File: src/rtl/nand_fe_pkg.sv
package nand_fe_pkg;
  localparam logic [7:0] CMD_RD_SETUP = 8'h00;
  localparam logic [7:0] CMD_RD_GO    = 8'h30;
  localparam logic [7:0] CMD_PG_SETUP = 8'h80;
  localparam logic [7:0] CMD_PG_GO    = 8'h10;
  localparam logic [7:0] CMD_ER_SETUP = 8'h60;
  localparam logic [7:0] CMD_ER_GO    = 8'hD0;
  localparam logic [7:0] CMD_STATUS   = 8'h70;

  typedef enum logic [1:0] {OP_NONE, OP_READ, OP_PROG, OP_ERASE} op_e;
  typedef enum logic [1:0] {OUT_OFF, OUT_ARRAY, OUT_STATUS} out_e;
endpackage

File: src/rtl/nand_sync.sv
module nand_sync #(
  parameter int          W       = 1,
  parameter logic [W-1:0] RST_VAL = '0
) (
  input  logic         clk_i,
  input  logic         rst_ni,
  input  logic [W-1:0] d_i,
  output logic [W-1:0] q_o
);
  logic [W-1:0] meta_q;

  always_ff @(posedge clk_i or negedge rst_ni) begin
    if (!rst_ni) begin
      meta_q <= RST_VAL;
      q_o    <= RST_VAL;
    end else begin
      meta_q <= d_i;
      q_o    <= meta_q;
    end
  end
endmodule

File: src/rtl/nand_edge.sv
module nand_edge #(
  parameter int          W       = 1,
  parameter logic [W-1:0] RST_VAL = '0
) (
  input  logic         clk_i,
  input  logic         rst_ni,
  input  logic [W-1:0] d_i,
  output logic [W-1:0] q_o,
  output logic [W-1:0] p_o
);
  nand_sync #(.W(W), .RST_VAL(RST_VAL)) i_sync (
    .clk_i (clk_i),
    .rst_ni(rst_ni),
    .d_i   (d_i),
    .q_o   (q_o)
  );

  always_ff @(posedge clk_i or negedge rst_ni) begin
    if (!rst_ni) p_o <= RST_VAL;
    else         p_o <= q_o;
  end
endmodule

File: src/rtl/nand_addr.sv
module nand_addr #(
  parameter  int DW   = 8,
  parameter  int NCYC = 3,
  localparam int CW   = $clog2(NCYC + 1)
) (
  input  logic              clk_i,
  input  logic              rst_ni,
  input  logic              clr_i,
  input  logic              ld_i,
  input  logic              inc_i,
  input  logic [DW-1:0]     byte_i,
  output logic [DW*NCYC-1:0] addr_o,
  output logic [DW-1:0]     col_o,
  output logic [CW-1:0]     cnt_o
);
  logic [DW-1:0] byte_q [NCYC];

  always_ff @(posedge clk_i or negedge rst_ni) begin
    if (!rst_ni) begin
      cnt_o <= '0;
      col_o <= '0;
      for (int i = 0; i < NCYC; i++) byte_q[i] <= '0;
    end else begin
      if (clr_i) cnt_o <= '0;
      else if (ld_i && cnt_o != CW'(NCYC)) cnt_o <= cnt_o + 1'b1;
      if (ld_i) begin
        for (int i = 0; i < NCYC; i++)
          if (cnt_o == CW'(i)) byte_q[i] <= byte_i;
      end
      // first address cycle seeds the column counter
      if (ld_i && cnt_o == '0) col_o <= byte_i;
      else if (inc_i)          col_o <= col_o + 1'b1;
    end
  end

  for (genvar g = 0; g < NCYC; g++) begin : g_addr
    assign addr_o[g*DW +: DW] = byte_q[g];
  end
endmodule

File: src/rtl/nand_busy.sv
module nand_busy import nand_fe_pkg::*; #(
  parameter  int RD_CYC = 20,
  parameter  int PG_CYC = 60,
  parameter  int ER_CYC = 120,
  localparam int MX1    = (RD_CYC > PG_CYC) ? RD_CYC : PG_CYC,
  localparam int MX     = (MX1 > ER_CYC) ? MX1 : ER_CYC,
  localparam int CW     = $clog2(MX + 1)
) (
  input  logic clk_i,
  input  logic rst_ni,
  input  logic start_i,
  input  op_e  op_i,
  input  logic abort_i,
  output logic busy_o
);
  logic [CW-1:0] cnt_q, len;
  op_e           op_q;

  always_comb begin
    case (op_i)
      OP_READ:  len = CW'(RD_CYC);
      OP_PROG:  len = CW'(PG_CYC);
      OP_ERASE: len = CW'(ER_CYC);
      default:  len = '0;
    endcase
  end

  always_ff @(posedge clk_i or negedge rst_ni) begin
    if (!rst_ni) begin
      cnt_q <= '0;
      op_q  <= OP_NONE;
    end else if (start_i) begin
      cnt_q <= len;
      op_q  <= op_i;
    end else if (abort_i && (op_q == OP_PROG || op_q == OP_ERASE)) begin
      cnt_q <= '0;
      op_q  <= OP_NONE;
    end else if (cnt_q != '0) begin
      cnt_q <= cnt_q - 1'b1;
    end
  end

  assign busy_o = (cnt_q != '0);
endmodule

File: src/rtl/nand_bus_frontend.sv
module nand_bus_frontend import nand_fe_pkg::*; #(
  parameter  int DW       = 8,
  parameter  int ADDR_CYC = 3,
  parameter  int BUSY_RD  = 20,
  parameter  int BUSY_PG  = 60,
  parameter  int BUSY_ER  = 120,
  localparam int AW       = DW * ADDR_CYC,
  localparam int ACW      = $clog2(ADDR_CYC + 1)
) (
  input  logic          clk_i,
  input  logic          rst_ni,
  input  logic          ce_n_i,
  input  logic          cle_i,
  input  logic          ale_i,
  input  logic          we_n_i,
  input  logic          re_n_i,
  input  logic          wp_n_i,
  input  logic [DW-1:0] io_i,
  output logic [DW-1:0] io_o,
  output logic          io_oe_o,
  output logic          rb_n_o,
  output logic          standby_o,
  output logic [DW-1:0] cmd_o,
  output logic [AW-1:0] addr_o,
  output logic [DW-1:0] col_o,
  input  logic [DW-1:0] rd_data_i,
  output logic [DW-1:0] din_o,
  output logic          din_valid_o
);
  logic ce_n_s, ce_n_p, we_n_s, we_n_p, re_n_s, re_n_p;
  logic cle_s, ale_s, wp_n_s;
  logic [DW-1:0] io_s;
  logic [ACW-1:0] addr_cnt;

  nand_edge #(.W(3), .RST_VAL(3'b111)) i_edge (
    .clk_i (clk_i),
    .rst_ni(rst_ni),
    .d_i   ({re_n_i, we_n_i, ce_n_i}),
    .q_o   ({re_n_s, we_n_s, ce_n_s}),
    .p_o   ({re_n_p, we_n_p, ce_n_p})
  );

  nand_sync #(.W(3), .RST_VAL(3'b100)) i_lvl (
    .clk_i (clk_i),
    .rst_ni(rst_ni),
    .d_i   ({wp_n_i, ale_i, cle_i}),
    .q_o   ({wp_n_s, ale_s, cle_s})
  );

  nand_sync #(.W(DW), .RST_VAL('0)) i_io (
    .clk_i (clk_i),
    .rst_ni(rst_ni),
    .d_i   (io_i),
    .q_o   (io_s)
  );

  logic we_rise, re_fall, ce_rise, wr_ok, busy;
  logic cmd_wr, adr_wr, dat_wr, rd_arr, go;
  op_e  pend_q, go_op;
  out_e out_q;
  logic [DW-1:0] status;

  assign we_rise = we_n_s & ~we_n_p;
  assign re_fall = ~re_n_s & re_n_p;
  assign ce_rise = ce_n_s & ~ce_n_p;
  assign wr_ok   = we_rise & ~ce_n_s;

  // while busy only the status command gets through
  assign cmd_wr = wr_ok & cle_s & (~busy | (io_s == CMD_STATUS));
  assign adr_wr = wr_ok & ~cle_s & ale_s & ~busy;
  assign dat_wr = wr_ok & ~cle_s & ~ale_s & ~busy & (pend_q == OP_PROG);
  assign rd_arr = re_fall & ~ce_n_s & ~busy & (out_q == OUT_ARRAY);

  always_comb begin
    status        = '0;
    status[DW-1]  = wp_n_s;
    status[DW-2]  = ~busy;
  end

  always_comb begin
    go    = 1'b0;
    go_op = OP_NONE;
    if (cmd_wr) begin
      case (io_s)
        CMD_RD_GO: if (pend_q == OP_READ) begin
          go = 1'b1; go_op = OP_READ;
        end
        CMD_PG_GO: if (pend_q == OP_PROG && wp_n_s) begin
          go = 1'b1; go_op = OP_PROG;
        end
        CMD_ER_GO: if (pend_q == OP_ERASE && wp_n_s) begin
          go = 1'b1; go_op = OP_ERASE;
        end
        default: ;
      endcase
    end
  end

  nand_addr #(.DW(DW), .NCYC(ADDR_CYC)) i_addr (
    .clk_i (clk_i),
    .rst_ni(rst_ni),
    .clr_i (cmd_wr),
    .ld_i  (adr_wr),
    .inc_i (rd_arr | dat_wr),
    .byte_i(io_s),
    .addr_o(addr_o),
    .col_o (col_o),
    .cnt_o (addr_cnt)
  );

  nand_busy #(.RD_CYC(BUSY_RD), .PG_CYC(BUSY_PG), .ER_CYC(BUSY_ER)) i_busy (
    .clk_i  (clk_i),
    .rst_ni (rst_ni),
    .start_i(go),
    .op_i   (go_op),
    .abort_i(~wp_n_s),
    .busy_o (busy)
  );

  always_ff @(posedge clk_i or negedge rst_ni) begin
    if (!rst_ni) begin
      cmd_o       <= '0;
      pend_q      <= OP_NONE;
      out_q       <= OUT_OFF;
      io_o        <= '0;
      din_o       <= '0;
      din_valid_o <= 1'b0;
    end else begin
      din_valid_o <= dat_wr;
      if (dat_wr) din_o <= io_s;
      if (cmd_wr) begin
        cmd_o <= io_s;
        case (io_s)
          CMD_RD_SETUP: begin pend_q <= OP_READ;  out_q <= OUT_OFF; end
          CMD_PG_SETUP: begin pend_q <= OP_PROG;  out_q <= OUT_OFF; end
          CMD_ER_SETUP: begin pend_q <= OP_ERASE; out_q <= OUT_OFF; end
          CMD_STATUS:   out_q <= OUT_STATUS;
          CMD_RD_GO: if (pend_q == OP_READ) begin
            pend_q <= OP_NONE; out_q <= OUT_ARRAY;
          end
          CMD_PG_GO: if (pend_q == OP_PROG)  pend_q <= OP_NONE;
          CMD_ER_GO: if (pend_q == OP_ERASE) pend_q <= OP_NONE;
          default: ;
        endcase
      end else if (ce_rise && !busy) begin
        out_q <= OUT_OFF;
      end
      if (rd_arr) io_o <= rd_data_i;
      else if (re_fall && !ce_n_s && out_q == OUT_STATUS) io_o <= status;
    end
  end

  assign io_oe_o   = ~ce_n_s & ~re_n_s & (out_q != OUT_OFF);
  assign rb_n_o    = ~busy;
  assign standby_o = ce_n_s & ~busy;
endmodule

File: config.mk
export PLATFORM = sky130hd
export DESIGN_NAME = nand_bus_frontend
export DESIGN_NICKNAME = d
export VERILOG_FILES = /design/src/rtl/nand_fe_pkg.sv /design/src/rtl/nand_sync.sv /design/src/rtl/nand_edge.sv /design/src/rtl/nand_addr.sv /design/src/rtl/nand_busy.sv /design/src/rtl/nand_bus_frontend.sv
export SDC_FILE = /design/constraint.sdc
export NUM_CORES = 1
export LEC_CHECK = 0
export CAP_MARGIN = 20
export CORE_ASPECT_RATIO = 1.1
export CORE_MARGIN = 2
export CORE_UTILIZATION = 55
export CTS_CLUSTER_DIAMETER = 150
export CTS_CLUSTER_SIZE = 24
export DETAILED_ROUTE_END_ITERATION = 8
export GPL_TIMING_DRIVEN = 0
export PLACE_DENSITY = 0.87
export SLEW_MARGIN = 40
export SYNTH_ARGS = -nofsm -noshare
export SYNTH_HDL_FRONTEND = slang
export SYNTH_HIERARCHICAL = 1
export SYNTH_SLANG_ARGS = --single-unit
File: constraint.sdc
create_clock -name clk_i -period 7.3 [get_ports clk_i]
set_input_delay 0.73 -clock clk_i [delete_from_list [all_inputs] [get_ports clk_i]]
set_output_delay 0.73 -clock clk_i [all_outputs]
set_load 0.01 [all_outputs]
# ---- Word-level counts from Yosys, hierarchy flattened
# Index checks and enable logic that the tools add are counted.
dict set report word_totals {
  ff_bits 103
  input_bits 24
  wordCells 133
  output_inout_bits 60
}
dict set report op_classes {
  add_sub_neg 3
  mux 30
  eq_ne 24
  n_reduce_logical 28
  bitwise_logic 28
}
# operator n
set ops {}
lappend ops {{$mux 8} 4}
lappend ops {{$mux 2} 13}
lappend ops {{$mux 7} 3}
lappend ops {{$pmux 7 s3} 1}
lappend ops {{$and 1x1->1} 18}
lappend ops {{$eq 2x2->1 const B} 8}
lappend ops {{$eq 8x7->1 const B} 2}
lappend ops {{$eq 8x8->1 const B} 2}
lappend ops {{$pmux 2 s3} 2}
lappend ops {{$pmux 2 s6} 1}
lappend ops {{$reduce_bool 2->1} 6}
lappend ops {{$add 8x1->8 const B} 1}
lappend ops {{$eq 2x1->1 const B} 4}
lappend ops {{$eq 8x5->1 const B} 1}
lappend ops {{$eq 8x6->1 const B} 1}
lappend ops {{$logic_and 1x1->1} 8}
lappend ops {{$logic_not 8->1} 1}
lappend ops {{$ne 2x2->1 const B} 4}
lappend ops {{$not 1->1} 8}
lappend ops {{$reduce_bool 7->1} 1}
lappend ops {{$sub 7x1->7 const B} 1}
lappend ops {{$reduce_and 2->1} 3}
lappend ops {{$reduce_bool 6->1} 1}
lappend ops {{$mux 1} 5}
lappend ops {{other kinds (12)} 14}

# ---- Longest topological paths before layout
dict set report depth {
  word_depth 10
  depth_mapped 13
}

# ---- Cells and area by module
# The synthesis kept the hierarchy.
# mod instances seq_area_each_um2 cells_per_inst area_each_um2
set modules_own_cells {}
lappend modules_own_cells {nand_bus_frontend 1 725.7 128 1446.4}
lappend modules_own_cells {nand_addr 1 850.8 120 1427.6}
lappend modules_own_cells {nand_busy 1 200.2 49 498.0}
lappend modules_own_cells {{nand_sync (i_io)} 1 400.4 16 400.4}
lappend modules_own_cells {{nand_sync (i_edge.i_sync)} 1 157.7 6 157.7}
lappend modules_own_cells {{nand_sync (i_lvl)} 1 152.6 6 152.6}
lappend modules_own_cells {nand_edge 1 78.8 3 78.8}

# ---- Worst setup path before layout
# OpenSTA, ideal clock, no wires.
dict set report synth_path {
  path_type {register -> register}
  start {reg i_busy.cnt_q[0]}
  end {reg i_addr.col_o[7]}
  setup_slack_ns 4.253
  required_ns 7.231
  synth_period_minus_slack_ns 3.047
  stages_incl_launch_ff 14
  path_buffers 3
  arrival_ns 2.978
  path_cell_list {dfrtp_1 -> inv_1 -> ha_1 -> nand4b_4 -> buf_6 -> or4_4 -> or3_1 -> buf_6 -> inv_1 -> or2_2 -> clkbuf_1 -> nand4_1 -> or4_1 -> nand3_1}
}
dict set report synth_via {
  elab_chain_len 6
}
# item line_no
set synth_rtl {}
lappend synth_rtl {{start, declared} nand_busy.sv:16} ;# logic [CW-1:0] cnt_q, len;
lappend synth_rtl {{start signal, assigned} nand_busy.sv:33} ;# cnt_q <= len;
lappend synth_rtl {{start signal, assigned} nand_busy.sv:39} ;# cnt_q <= cnt_q - 1'b1;
lappend synth_rtl {{$reduce_bool 7->1} nand_busy.sv:43} ;# assign busy_o = (cnt_q != '0);
lappend synth_rtl {{net busy} nand_bus_frontend.sv:57} ;# logic we_rise, re_fall, ce_rise, wr_ok, busy;
lappend synth_rtl {{$not 1->1} nand_bus_frontend.sv:71} ;# assign dat_wr = wr_ok & ~cle_s & ~ale_s & ~busy & (pend_q == OP_PROG);
lappend synth_rtl {{$and 1x1->1 (2 in a row)} nand_bus_frontend.sv:71}
lappend synth_rtl {{net dat_wr} nand_bus_frontend.sv:58} ;# logic cmd_wr, adr_wr, dat_wr, rd_arr, go;
lappend synth_rtl {{$or 1x1->1} nand_bus_frontend.sv:104} ;# .inc_i (rd_arr | dat_wr),
lappend synth_rtl {{$reduce_bool 2->1 (no line)} --}
lappend synth_rtl {{end signal, assigned} nand_addr.sv:31} ;# if (ld_i && cnt_o == '0) col_o <= byte_i;
lappend synth_rtl {{end signal, assigned} nand_addr.sv:32} ;# else if (inc_i) col_o <= col_o + 1'b1;
lappend synth_rtl {{end, declared} nand_addr.sv:13} ;# output logic [DW-1:0] col_o,
# The timed path passes the listed nets, and every way through them passes these cells.
# A chain may end at the register's enable or synchronous reset.

# ---- Worst setup path after layout
dict set report layout_path {
  start {reg i_busy.cnt_q[1]}
  end {reg i_addr.col_o[5]}
}
# The elaborated chain is that of the path after synthesis.

==> impl_metrics.ini <==
[layout]
layout.nets = 456
num_antenna_cells = 0
layout-drive-gt1-share_pct = 16.36
syn_to_final_growth_pct = 27.42

[die]
start_util_pct = 56.31
num_io_pins = 84
coreArea_mm2 = 0.007391
row_count = 33
die_h_um = 95.23
dieArea_mm2 = 0.008279
fp.dieW_um = 86.94

[synth]
syn_area_mm2 = 0.004161
synth_flop_cell = dfrtp_1
yosys_register_bits = 102
netlist_instances = 328
synthDistinctLibCells = 56
synth_edf_count = 0
yosysWarnings = 6
synth_commonest_cells = dfrtp_1, nand2_1, mux2_2, nor2_1, o21ai_0
synth_top_area_share_pct = 54.72
synth.most_common_cell = dfrtp_1
syn_nets = 361
yosysSeqAreaShare_pct = 61.67
synth_area_leaders = dfrtp_1, dfstp_2, mux2_2
async_flop_share_pct = 100.0
avgSynthCellArea_um2 = 12.69
synth_area_leader_cell = dfrtp_1

[setup_path]
reg2reg_to = i_addr/col_o[5]
crit_fanout = 10
arrival_ps = 3660
cp-end-kind = flop
cp_data_required_time_ps = 7580
crit_chain = inv_1 > ha_1 > nand4b_4 > buf_6 > or4_4 > or3_1 > buf_6 > inv_1 > or2_2 > clkbuf_1 > nand3_1 > or4_1 > nand3_1
rrSetupSlack_ps = 3920
r2r_cells = 13
max_stage_delay_ps = 490
reg2reg_from = i_busy/cnt_q[1]
worstSetupPathType = flop to flop
startpoint_type = flop
crit_slowest_cell = or4_4

[global_routing]
grt_usage_pct = 21.96
grt_max_degree = 53
grt_pass1_vias = 2876
grt_overflow = 0
grt_pass1_wl_mm = 13.91
antenna_found_initial = 0

[clock_network]
holdBufCountCts = 0
cts_buffers = 9
root_buffer = clkbuf_8
clk_path_buf_depth = 2
ctsResizeCount = 0
cts_tree = yes
insertion_delay_ps = 360
clk_pin_slew_ps = 100
clock_sinks = 102
cts.htree.levels = 3
post_cts_buffers = 0

[outcome]
outcome = completed

[routing]
wire_per_inst_um = 16.60
drc_errors = 0
drtIter0Drc = 303
post_drt_via_cell_ratio = 5.575
ant_nets = 0
num_vias = 2871
firstDrtPassIters = 4
wl_mm = 8.549

[timing]
slew_headroom_pct = 69.58
hold_viol = 0
fin_tns_setup_ps = 0
fmax_mhz = 295.9
setup_violations = 0
max_slew.worst_pin.slew_ps = 451.6
rsz0062_at_grt = false
skew_ps = 17.30
min_period_ps = 3380
timing.final.max_slew_violations = 0
fin_crit_sh_pct = 46.30

[placed_design]
hpwl_mm = 6.124
finalWeightedCongestion = 0.8601
portBuffers = 83

[pwr]
fin_total_pwr_mw = 1.316
vdd_drop_max_mv = 0.1680
power_density_mw_per_mm2 = 248.2
p_leak_nw = 2.454

[flow_run]
drv_cap = 0

[worst_hold_path]
worst_hold_path_type = primary input to asynchronous set/reset pin
==> placed cells by master, fill, tap and decap left out, types with 6 or more instances in the layout <==
master | netlist | final
clkbuf_8 | 0 | 9
nand2b_1 | 6 | 6
inv_1 | 14 | 14
mux2_4 | 7 | 7
clkdlybuf4s50_1 | 0 | 82
nand3_1 | 6 | 6
a22o_1 | 6 | 6
nor2_1 | 17 | 17
ha_1 | 9 | 9
clkbuf_1 | 5 | 7
dfstp_2 | 11 | 11
nand2_1 | 35 | 35
o21ai_0 | 15 | 15
mux2_2 | 21 | 21
dfrtp_1 | 91 | 91
==> worst max path at each step <==
stage	startpoint	end	slack, ps	cells past startpoint
2_1_floorplan	i_busy/cnt_q[0]	i_addr/col_o[7]	4250	13
3_3_place_gp	rst_ni	i_busy/cnt_q[5]	1950	1
5_1_grt	i_busy/cnt_q[0]	i_addr/col_o[5]	3780	13
6_report	i_busy/cnt_q[1]	i_addr/col_o[5]	3920	13
4_1_cts	i_busy/cnt_q[1]	i_addr/col_o[5]	3920	13
3_5_place_dp	i_busy/cnt_q[1]	i_addr/col_o[6]	4000	13
==> registers in the layout, summed over array words and instances, names as in the netlist <==
signal,count
din_o,8
i_addr/col_o,8
i_io/meta_q,8
io_o,8
i_io/q_o,8
pend_q,2
din_valid_o,1
i_lvl/q_o,3
i_edge/i_sync/q_o,3
i_busy/op_q,1
out_q,2
i_addr/addr_o,24
i_edge/p_o,3
i_lvl/meta_q,3
i_addr/cnt_o,2
i_edge/i_sync/meta_q,3
i_busy/cnt_q,7
cmd_o,8
==> cell families after synthesis <==
group	Yosys count	share of synthesized area, %
buf+inv	25	2.706
xor+xnor	9	1.894
fa+ha+maj	9	2.706
mux	35	10.01
simple gates	97	12.51
compound gates	51	8.509
flops	102	61.67
==> layer usage <==
metal | part of all wire [%] | GRT usage (%) | wire length [µm] | up-vias
met1 | 41 | 27.39 | 3518 | 1453
met4 | 1.3 | 6.250 | 108 | 0
li1 | - | - | - | 1332
met5 | 0 | 0 | 0 | -
met2 | 52 | 37.66 | 4479 | 76
met3 | 5.2 | 5.887 | 443 | 10
==> final cells by class <==
cell class / count / area, µm²
Sequential cell: 102 / 2566
Fill cell: 499 / 2088
Multi-Input combinational cell: 201 / 1483
Timing Repair Buffer: 84 / 863.3
Clock buffer: 11 / 131.4
Tap cell: 87 / 108.9
Buffer: 10 / 56.30
Inverter: 15 / 56.30
Clock inverter: 5 / 37.54
==> power by group <==
part / internal (mW) / switching [mW] / leakage [nW] / total, mW
clock: 0.125 / 0.186 / 0.0795 / 0.311
combinational: 0.168 / 0.130 / 1.08 / 0.298
sequential: 0.639 / 0.0680 / 1.30 / 0.707
==> worst max-delay path: cells and delay by family, from the launching register on <==
| kind | cells | cell delay, ps |
|---|---|---|
| simple gates | 7 | 1860 |
| buf+inv | 5 | 790 |
| fa+ha+maj | 1 | 260 |
| flops | 1 | 410 |
==> per-stage QoR <==
stage               hold slack [ps]  setup slack (ps)  cell area, µm²  utilization, %  instances
global route                  271.1              3783            5303           71.75        515
floorplan                     331.2              4253            4161               -        328
CTS                           268.0              3923            5303           71.75        515
finish                        254.2              3920            5303           71.75        515
detailed placement            336.3              4002            5134           69.46        499
global placement              331.6              1953            5101           69.02        498
Note: power is estimated with default switching activity, not from simulation.
